$ cat config.mk
export PLATFORM = sky130hd
export DESIGN_NAME = dma_xfer_engine
export DESIGN_NICKNAME = d
export VERILOG_FILES = /design/src/rtl/dmx_pkg.sv /design/src/rtl/dmx_ctr_file.sv /design/src/rtl/dmx_incdec.sv /design/src/rtl/dmx_seq.sv /design/src/rtl/dma_xfer_engine.sv
export SDC_FILE = /design/constraint.sdc
export NUM_CORES = 1
export LEC_CHECK = 0
export BUFFER_PORTS_ARGS = -buffer_cell sky130_fd_sc_hd__buf_2
export CORE_ASPECT_RATIO = 1.4
export CORE_MARGIN = 2
export CORE_UTILIZATION = 60
export DETAILED_ROUTE_END_ITERATION = 6
export GPL_TIMING_DRIVEN = 0
export PLACE_DENSITY = 0.95
export RECOVER_POWER = 25
export SYNTH_ARGS = -nofsm -noshare
export SYNTH_HDL_FRONTEND = slang
export SYNTH_SLANG_ARGS = --single-unit
$ cat constraint.sdc
create_clock -name clk -period 4.65 [get_ports clk]
set_input_delay 0.93 -clock clk [delete_from_list [all_inputs] [get_ports clk]]
set_output_delay 0.93 -clock clk [all_outputs]
set_load 0.01 [all_outputs]
$ cat src/rtl/dmx_pkg.sv
package dmx_pkg;

    localparam int CTR_SEL_W = 1;
    localparam logic [CTR_SEL_W-1:0] ENT_ADDR = 1'b0;
    localparam logic [CTR_SEL_W-1:0] ENT_CNT  = 1'b1;

    typedef enum logic [3:0] {
        ST_IDLE,
        ST_DEV_ADDR,
        ST_CNT_SEL,
        ST_CNT_WB,
        ST_PTR_SEL,
        ST_PTR_WB,
        ST_ROW,
        ST_RAS,
        ST_WE,
        ST_CAS,
        ST_END
    } dmx_state_e;

    typedef struct packed {
        logic                 load;
        logic [CTR_SEL_W-1:0] ctr_sel;
        logic                 op_inc;
        logic                 op_dec;
        logic                 ctr_wb;
        logic                 ide_a_en;
        logic                 ide_rd;
        logic                 lat_addr;
        logic                 lat_data;
        logic                 dram_a_en;
        logic                 col_sel;
        logic                 ras;
        logic                 cas;
        logic                 we;
        logic                 dq_oe;
        logic                 busy;
        logic                 done;
    } dmx_ctrl_t;

endpackage

$ cat src/rtl/dmx_ctr_file.sv
module dmx_ctr_file #(
    parameter int W     = 17,
    parameter int N_ENT = 2,
    localparam int SW   = (N_ENT > 1) ? $clog2(N_ENT) : 1
) (
    input  logic                        clk,
    input  logic                        rst_n,
    input  logic                        load,
    input  logic [N_ENT-1:0][W-1:0]     load_val,
    input  logic [SW-1:0]               sel,
    input  logic                        wr,
    input  logic [W-1:0]                wr_val,
    output logic [W-1:0]                rd_val
);

    logic [N_ENT-1:0][W-1:0] ent_d, ent_q;

    generate
        for (genvar i = 0; i < N_ENT; i++) begin : g_ent
            always_comb begin
                ent_d[i] = ent_q[i];
                if (load) begin
                    ent_d[i] = load_val[i];
                end else if (wr && (sel == SW'(i))) begin
                    ent_d[i] = wr_val;
                end
            end

            always_ff @(posedge clk or negedge rst_n) begin
                if (!rst_n) begin
                    ent_q[i] <= '0;
                end else begin
                    ent_q[i] <= ent_d[i];
                end
            end
        end
    endgenerate

    assign rd_val = ent_q[sel];

    a_r6_no_load_and_wb: assert property (@(posedge clk) disable iff (!rst_n)
        !(load && wr));

endmodule

$ cat src/rtl/dmx_incdec.sv
module dmx_incdec #(
    parameter int W = 17
) (
    input  logic [W-1:0] val_in,
    input  logic         inc,
    input  logic         dec,
    output logic [W-1:0] val_out
);

    always_comb begin
        val_out = val_in;
        if (inc) begin
            val_out = val_in + W'(1);
        end else if (dec) begin
            val_out = val_in - W'(1);
        end
    end

    a_r6_single_op: assert final (!(inc && dec));

endmodule

$ cat src/rtl/dmx_seq.sv
module dmx_seq
    import dmx_pkg::*;
(
    input  logic      clk,
    input  logic      rst_n,
    input  logic      start,
    input  logic      init_zero,
    input  logic      cnt_zero,
    output dmx_ctrl_t ctrl
);

    typedef struct packed {
        dmx_state_e state;
    } seq_regs_t;

    seq_regs_t r_d, r_q;

    always_comb begin
        r_d  = r_q;
        ctrl = '0;
        ctrl.busy = (r_q.state != ST_IDLE);
        unique case (r_q.state)
            ST_IDLE: begin
                if (start) begin
                    ctrl.load = 1'b1;
                    r_d.state = init_zero ? ST_END : ST_DEV_ADDR;
                end
            end
            ST_DEV_ADDR: begin
                ctrl.ide_a_en = 1'b1;
                r_d.state = ST_CNT_SEL;
            end
            ST_CNT_SEL: begin
                ctrl.ctr_sel = ENT_CNT;
                ctrl.op_dec  = 1'b1;
                r_d.state = ST_CNT_WB;
            end
            ST_CNT_WB: begin
                ctrl.ctr_sel = ENT_CNT;
                ctrl.op_dec  = 1'b1;
                ctrl.ctr_wb  = 1'b1;
                ctrl.ide_rd  = 1'b1;
                r_d.state = ST_PTR_SEL;
            end
            ST_PTR_SEL: begin
                ctrl.ctr_sel  = ENT_ADDR;
                ctrl.op_inc   = 1'b1;
                ctrl.ide_rd   = 1'b1;
                ctrl.lat_addr = 1'b1;
                r_d.state = ST_PTR_WB;
            end
            ST_PTR_WB: begin
                ctrl.ctr_sel  = ENT_ADDR;
                ctrl.op_inc   = 1'b1;
                ctrl.ctr_wb   = 1'b1;
                ctrl.ide_rd   = 1'b1;
                ctrl.lat_data = 1'b1;
                r_d.state = ST_ROW;
            end
            ST_ROW: begin
                ctrl.dram_a_en = 1'b1;
                r_d.state = ST_RAS;
            end
            ST_RAS: begin
                ctrl.ctr_sel   = ENT_ADDR;
                ctrl.op_inc    = 1'b1;
                ctrl.dram_a_en = 1'b1;
                ctrl.ras       = 1'b1;
                r_d.state = ST_WE;
            end
            ST_WE: begin
                ctrl.ctr_sel   = ENT_ADDR;
                ctrl.op_inc    = 1'b1;
                ctrl.ctr_wb    = 1'b1;
                ctrl.dram_a_en = 1'b1;
                ctrl.col_sel   = 1'b1;
                ctrl.ras       = 1'b1;
                ctrl.we        = 1'b1;
                ctrl.dq_oe     = 1'b1;
                r_d.state = ST_CAS;
            end
            ST_CAS: begin
                ctrl.ctr_sel   = ENT_CNT;
                ctrl.dram_a_en = 1'b1;
                ctrl.col_sel   = 1'b1;
                ctrl.ras       = 1'b1;
                ctrl.we        = 1'b1;
                ctrl.cas       = 1'b1;
                ctrl.dq_oe     = 1'b1;
                r_d.state = cnt_zero ? ST_END : ST_CNT_SEL;
            end
            ST_END: begin
                ctrl.done = 1'b1;
                r_d.state = ST_IDLE;
            end
            default: begin
                r_d.state = ST_IDLE;
            end
        endcase
    end

    always_ff @(posedge clk or negedge rst_n) begin
        if (!rst_n) begin
            r_q.state <= ST_IDLE;
        end else begin
            r_q <= r_d;
        end
    end

    a_r7_done_pulse: assert property (@(posedge clk) disable iff (!rst_n)
        ctrl.done |=> !ctrl.done);
    a_r3_rd_burst: assert property (@(posedge clk) disable iff (!rst_n)
        $rose(ctrl.ide_rd) |=> ctrl.ide_rd ##1 ctrl.ide_rd ##1 !ctrl.ide_rd);
    a_r10_no_overlap: assert property (@(posedge clk) disable iff (!rst_n)
        !(ctrl.ide_rd && (ctrl.ras || ctrl.cas || ctrl.we)));
    a_r11_cas_in_write: assert property (@(posedge clk) disable iff (!rst_n)
        ctrl.cas |-> (ctrl.ras && ctrl.we && ctrl.dq_oe));
    a_r2_addr_after_start: assert property (@(posedge clk) disable iff (!rst_n)
        ctrl.ide_a_en |-> $past(start));
    a_r8_zero_done: assert property (@(posedge clk) disable iff (!rst_n)
        (!ctrl.busy && start && init_zero) |=> ctrl.done);

endmodule

$ cat src/rtl/dma_xfer_engine.sv
module dma_xfer_engine
    import dmx_pkg::*;
#(
    parameter int  MUX_W  = 8,
    parameter int  DATA_W = 16,
    localparam int CTR_W  = 2 * MUX_W + 1
) (
    input  logic              clk,
    input  logic              rst_n,
    input  logic              start,
    input  logic [CTR_W-1:0]  init_addr,
    input  logic [CTR_W-1:0]  init_cnt,
    input  logic [DATA_W-1:0] ide_data_in,
    output logic              ide_a_en,
    output logic              ide_rd,
    output logic [MUX_W-1:0]  dram_addr,
    output logic              dram_a_en,
    output logic              dram_ras,
    output logic              dram_cas,
    output logic              dram_we,
    output logic              dram_dq_oe,
    output logic [DATA_W-1:0] dram_dq_out,
    output logic              busy,
    output logic              done
);

    localparam int WA_W  = CTR_W - 1;
    localparam int N_ENT = 2;

    typedef struct packed {
        logic [WA_W-1:0]   waddr;
        logic [DATA_W-1:0] word;
    } dp_regs_t;

    dmx_ctrl_t             ctrl;
    logic [CTR_W-1:0]      ctr_rd;
    logic [CTR_W-1:0]      ctr_nx;
    logic                  cnt_zero;
    logic                  init_zero;
    logic [N_ENT-1:0][CTR_W-1:0] ld_val;
    dp_regs_t              dp_d, dp_q;

    assign init_zero = (init_cnt == '0);
    assign cnt_zero  = (ctr_rd == '0);

    always_comb begin
        ld_val = '0;
        ld_val[ENT_ADDR] = init_addr;
        ld_val[ENT_CNT]  = init_cnt;
    end

    dmx_seq u_seq (
        .clk       (clk),
        .rst_n     (rst_n),
        .start     (start),
        .init_zero (init_zero),
        .cnt_zero  (cnt_zero),
        .ctrl      (ctrl)
    );

    dmx_ctr_file #(
        .W     (CTR_W),
        .N_ENT (N_ENT)
    ) u_ctr (
        .clk      (clk),
        .rst_n    (rst_n),
        .load     (ctrl.load),
        .load_val (ld_val),
        .sel      (ctrl.ctr_sel),
        .wr       (ctrl.ctr_wb),
        .wr_val   (ctr_nx),
        .rd_val   (ctr_rd)
    );

    dmx_incdec #(
        .W (CTR_W)
    ) u_incdec (
        .val_in  (ctr_rd),
        .inc     (ctrl.op_inc),
        .dec     (ctrl.op_dec),
        .val_out (ctr_nx)
    );

    always_comb begin
        dp_d = dp_q;
        if (ctrl.lat_addr) begin
            dp_d.waddr = ctr_rd[CTR_W-1:1];
        end
        if (ctrl.lat_data) begin
            dp_d.word = ide_data_in;
        end
    end

    always_ff @(posedge clk or negedge rst_n) begin
        if (!rst_n) begin
            dp_q <= '0;
        end else begin
            dp_q <= dp_d;
        end
    end

    always_comb begin
        dram_addr = '0;
        if (ctrl.dram_a_en) begin
            dram_addr = ctrl.col_sel ? dp_q.waddr[MUX_W-1:0]
                                     : dp_q.waddr[WA_W-1:MUX_W];
        end
    end

    assign ide_a_en    = ctrl.ide_a_en;
    assign ide_rd      = ctrl.ide_rd;
    assign dram_a_en   = ctrl.dram_a_en;
    assign dram_ras    = ctrl.ras;
    assign dram_cas    = ctrl.cas;
    assign dram_we     = ctrl.we;
    assign dram_dq_oe  = ctrl.dq_oe;
    assign dram_dq_out = dp_q.word;
    assign busy        = ctrl.busy;
    assign done        = ctrl.done;

    a_r6_no_underflow: assert property (@(posedge clk) disable iff (!rst_n)
        (ctrl.ctr_wb && ctrl.op_dec && ctrl.ctr_sel == ENT_CNT) |-> !cnt_zero);
    a_r4_row_before_col: assert property (@(posedge clk) disable iff (!rst_n)
        $rose(dram_ras) |-> $past(dram_a_en) && !dram_cas);
    a_r5_data_stable: assert property (@(posedge clk) disable iff (!rst_n)
        dram_cas |-> $stable(dram_dq_out));

endmodule

==> flow_results.xml <==
<?xml version="1.0" encoding="UTF-8"?>
<metrics>
  <group name="placed_design">
    <metric name="place_hpwl" unit="um">10310</metric>
    <metric name="buffer_ports.inserted" unit="">85</metric>
    <metric name="place_congestion" unit="">0.9642</metric>
    <metric name="placedCellCount" unit="">687</metric>
  </group>
  <group name="yosys">
    <metric name="ys_seq_area_frac" unit="">0.3898</metric>
    <metric name="netlist_instances" unit="">505</metric>
    <metric name="yosys.area.top_type" unit="">dfrtp_1</metric>
    <metric name="ys_ff_latch" unit="">70</metric>
    <metric name="ys_warn_count" unit="">0</metric>
    <metric name="synth.distinct_cells" unit="">64</metric>
    <metric name="synth.net_count" unit="">560</metric>
    <metric name="synth_async_sr_flop_share" unit="">1.000</metric>
    <metric name="synth_enable_flop_cells" unit="">0</metric>
    <metric name="post_synth_main_area_contributors" unit="">dfrtp_1 (39%), a21oi_1 (5.3%), mux2_2 (5.3%)</metric>
    <metric name="synth_top_cell_area_share" unit="">0.3898</metric>
    <metric name="synth_flop_cell" unit="">dfrtp_1</metric>
    <metric name="synth_area" unit="sq um">4494</metric>
    <metric name="syn_area_per_cell" unit="sq um">8.900</metric>
  </group>
  <group name="global_route">
    <metric name="grt_antenna_before_repair" unit="">0</metric>
    <metric name="grt_start_max_net_pins" unit="">71</metric>
    <metric name="grt_first_pass_wirelength" unit="um">21800</metric>
    <metric name="grtUsageTotal" unit="">0.3437</metric>
    <metric name="global_route.overflow_total" unit="">0</metric>
    <metric name="grt_pass1_vias" unit="">4360</metric>
  </group>
  <group name="pwr">
    <metric name="power_leakage" unit="nW">2.385</metric>
    <metric name="total_power" unit="W">0.001121</metric>
    <metric name="peakVddDrop" unit="V">0.0002148</metric>
    <metric name="power.density" unit="nW/um^2">215.2</metric>
  </group>
  <group name="finish">
    <metric name="layout-drive-gt1-share" unit="">0.2694</metric>
    <metric name="synthToLayoutAreaGrowth" unit="%">15.90</metric>
    <metric name="instances_no_fill" unit="">702</metric>
    <metric name="final_net_count" unit="">656</metric>
    <metric name="antenna_cells_inserted" unit="">0</metric>
  </group>
  <group name="clocking">
    <metric name="worstSkewPairLatency" unit="ns">0.36</metric>
    <metric name="post_cts.resized_instances" unit="">0</metric>
    <metric name="clockBufferDepth" unit="">2</metric>
    <metric name="h-tree-depth" unit="">3</metric>
    <metric name="numCtsBuffers" unit="">9</metric>
    <metric name="clk_pin_slew_worst_paths" unit="ns">0.07</metric>
    <metric name="cts-hold-fix-buffers" unit="">0</metric>
    <metric name="cts_tree" unit="">done</metric>
    <metric name="cts.root.buffer_cell" unit="">clkbuf_8</metric>
    <metric name="cts_sinks" unit="">70</metric>
    <metric name="postCtsSetupRepairBufs" unit="">0</metric>
  </group>
  <group name="setup_path">
    <metric name="worst_path_largest_cell_delay" unit="ns">0.79</metric>
    <metric name="critPathMaxFanout" unit="">11</metric>
    <metric name="signal_arrival_time_at_the_worst_endpoint" unit="ns">3.32</metric>
    <metric name="worst_path_bufs_invs" unit="">4</metric>
    <metric name="timing.critical_path.slowest_stage_cell" unit="">a21oi_1</metric>
    <metric name="setup.worst_path.end_class" unit="">output pin</metric>
    <metric name="worstPathCellList" unit="">clkbuf_1 -&gt; buf_1 -&gt; nor2_1 -&gt; buf_1 -&gt; a21oi_1 -&gt; nor2_1 -&gt; buf_2</metric>
    <metric name="crit_family" unit="">buffers and inverters</metric>
    <metric name="worstSetupPathType" unit="">register to output pin</metric>
    <metric name="timing.critical_path.from_type" unit="">register</metric>
    <metric name="cp_data_required_time" unit="ns">3.72</metric>
  </group>
  <group name="die">
    <metric name="design.die.area" unit="sq um">8209</metric>
    <metric name="top_level_ports" unit="">86</metric>
    <metric name="start_util" unit="">0.6144</metric>
    <metric name="placeableCoreArea" unit="sq um">7315</metric>
    <metric name="floorplan.die.height" unit="um">106.4</metric>
    <metric name="placementRows" unit="">37</metric>
    <metric name="die_x" unit="um">77.15</metric>
  </group>
  <group name="route">
    <metric name="remaining_drc_errors" unit="">0</metric>
    <metric name="num_vias" unit="">4460</metric>
    <metric name="antenna_violating_nets_post_route" unit="">0</metric>
    <metric name="wl_per_cell" unit="um">19.11</metric>
    <metric name="firstDrtPassIters" unit="">5</metric>
    <metric name="initialDrtViolationCount" unit="">394</metric>
    <metric name="routed_via_density" unit="">6.353</metric>
    <metric name="routed_wl" unit="um">13420</metric>
  </group>
  <group name="timing">
    <metric name="fmax" unit="MHz">235.1</metric>
    <metric name="setup_repair_after_global_routing_missed_its_margin" unit="">false</metric>
    <metric name="min_period" unit="ns">4.254</metric>
    <metric name="setup_viol" unit="">0</metric>
    <metric name="fin_setup_tns" unit="ns">0</metric>
    <metric name="slew_headroom" unit="">-0.1702</metric>
    <metric name="fin_skew" unit="ns">0.009505</metric>
    <metric name="finalCritPeriodShare" unit="">0.9148</metric>
    <metric name="tightest_slew" unit="ns">1.755</metric>
    <metric name="final_hold_viol_count" unit="">0</metric>
    <metric name="drv_slew" unit="">71</metric>
  </group>
  <group name="worst_hold_path">
    <metric name="hold_path_class" unit="">register to register</metric>
  </group>
  <group name="outcome">
    <metric name="failed_checks" unit="">max-capacitance violations, max-slew violations</metric>
    <metric name="status" unit="">finished with violations</metric>
  </group>
  <group name="job">
    <metric name="max-cap-violations" unit="">1</metric>
  </group>
</metrics>
==> tightest hold or removal path: cells and delay by family (launching register included) <==
| kind | cells | cell delay [ns] |
|---|---|---|
| AO/OA/AOI/OAI | 1 | 0.06 |
| flip-flops | 1 | 0.34 |
| AND/OR/NAND/NOR | 1 | 0.05 |
==> kinds of logic (layout without fill, tap and decap cells) <==
kind of cell,after synthesis,after routing,synth area share
DFF,70,70,0.3898
AOI/OAI and AO/OA,156,156,0.2238
buffers and inverters,56,156,0.07016
and+or+nand+nor,174,174,0.2046
xor gates and xnor gates,16,16,0.03118
muxes,31,31,0.07489
adders and majority gates,2,2,0.005567
==> synthesized netlist by cell type (all sizes together) (4+ instances only) <==
master and count:
nor3 17, buf 31, a211o 4, clkbuf 16
o21ai 43, nand2 48, xor2 5, xnor2 11
and3 13, o221ai 6, a211oi 7, mux2 21
nand3 9, a21oi 48, o22ai 14, nand2b 4
a22oi 9, nor4 10, mux2i 10, dfrtp 70
nor2 47, or3 4, inv 9
==> cell type report <==
type | count | area [sq um]
Fill cell | 603 | 2106
Multi-Input combinational cell | 379 | 2427
Clock inverter | 1 | 5.005
Sequential cell | 70 | 1752
Clock buffer | 14 | 162.7
Buffer | 47 | 281.5
Timing Repair Buffer | 85 | 425.4
Tap cell | 97 | 121.4
Inverter | 9 | 33.78
==> worst paths after layout <==
kind	slack, ns	startpoint	endpoint	cells after the start
min in group asynchronous	1.03	rst_n	u_ctr.ent_q[14]$_DFFE_PN0P_	1
max in group asynchronous	2.58	rst_n	dram_dq_out[12]$_DFFE_PN0P_	1
hold / removal	0.49	dp_q[19]$_DFFE_PN0P_	dp_q[19]$_DFFE_PN0P_	2
setup reg to reg	1.42	u_seq.r_q[2]$_DFFE_PN0P_	u_ctr.ent_q[33]$_DFFE_PN0P_	11
setup / recovery	0.40	u_seq.r_q[1]$_DFFE_PN0P_	dram_ras	7
hold reg to reg	0.49	dp_q[19]$_DFFE_PN0P_	dp_q[19]$_DFFE_PN0P_	2
==> through the flow <==
stage                     hold WS [ns]  cell area [sq um]  utilization  setup WS [ns]
after floorplan                 0.4492               4494            -          1.648
after global placement          0.4601               5041       0.6892         0.8717
after detailed placement        0.4814               5044       0.6895         0.8176
after CTS                       0.4942               5211       0.7125         0.4175
after global routing            0.5199               5209       0.7121         0.1861
final                           0.4903               5209       0.7121         0.3963
==> power by group <==
| group | leakage (nW) | internal (W) | total (W) | switching (W) |
|---|---|---|---|---|
| combinational | 1.44 | 0.0000337 | 0.0000640 | 0.0000303 |
| sequential | 0.856 | 0.000616 | 0.000619 | 0.00000347 |
| clock | 0.0865 | 0.000220 | 0.000438 | 0.000218 |
==> layout by cell type (no fill, tap or decap), drive strengths merged, types with 2 or more instances in the layout <==
cell type  netlist  final
o21bai           3      3
a21o             2      2
or2              2      2
nand2b           4      4
a21oi           48     48
a211o            4      4
nor4b            2      2
and3            13     13
or3b             2      2
dfrtp           70     70
a211oi           7      7
a22oi            9      9
o221ai           6      6
xor2             5      5
nor2b            2      2
nor2            47     47
a2111oi          2      2
and4             3      3
clkbuf          16     31
nor3            17     17
inv              9      9
o22a             3      3
nand2           48     48
o21ai           43     43
o21ba            2      2
or3              4      4
nand3b           3      3
buf             31    115
mux2i           10     10
a32oi            3      3
o22ai           14     14
xnor2           11     11
and2             3      3
nor4            10     10
nand4            3      3
nand3            9      9
ha               2      2
a31oi            3      3
mux2            21     21
==> state kept, by name (all words and copies together), names as in the netlist <==
name / cells
dp_q: 16
dram_dq_out: 16
u_seq.r_q: 4
u_ctr.ent_q: 34
==> metal layers <==
layer | vias up | GRT usage | share of wire
met5 | - | 0 | 0
met2 | 292 | 0.5938 | 0.51
met3 | 51 | 0.06621 | 0.091
li1 | 2019 | - | -
met4 | 0 | 0.1722 | 0.039
met1 | 2098 | 0.4053 | 0.36
No activity file was read; power rests on OpenSTA's default activity.
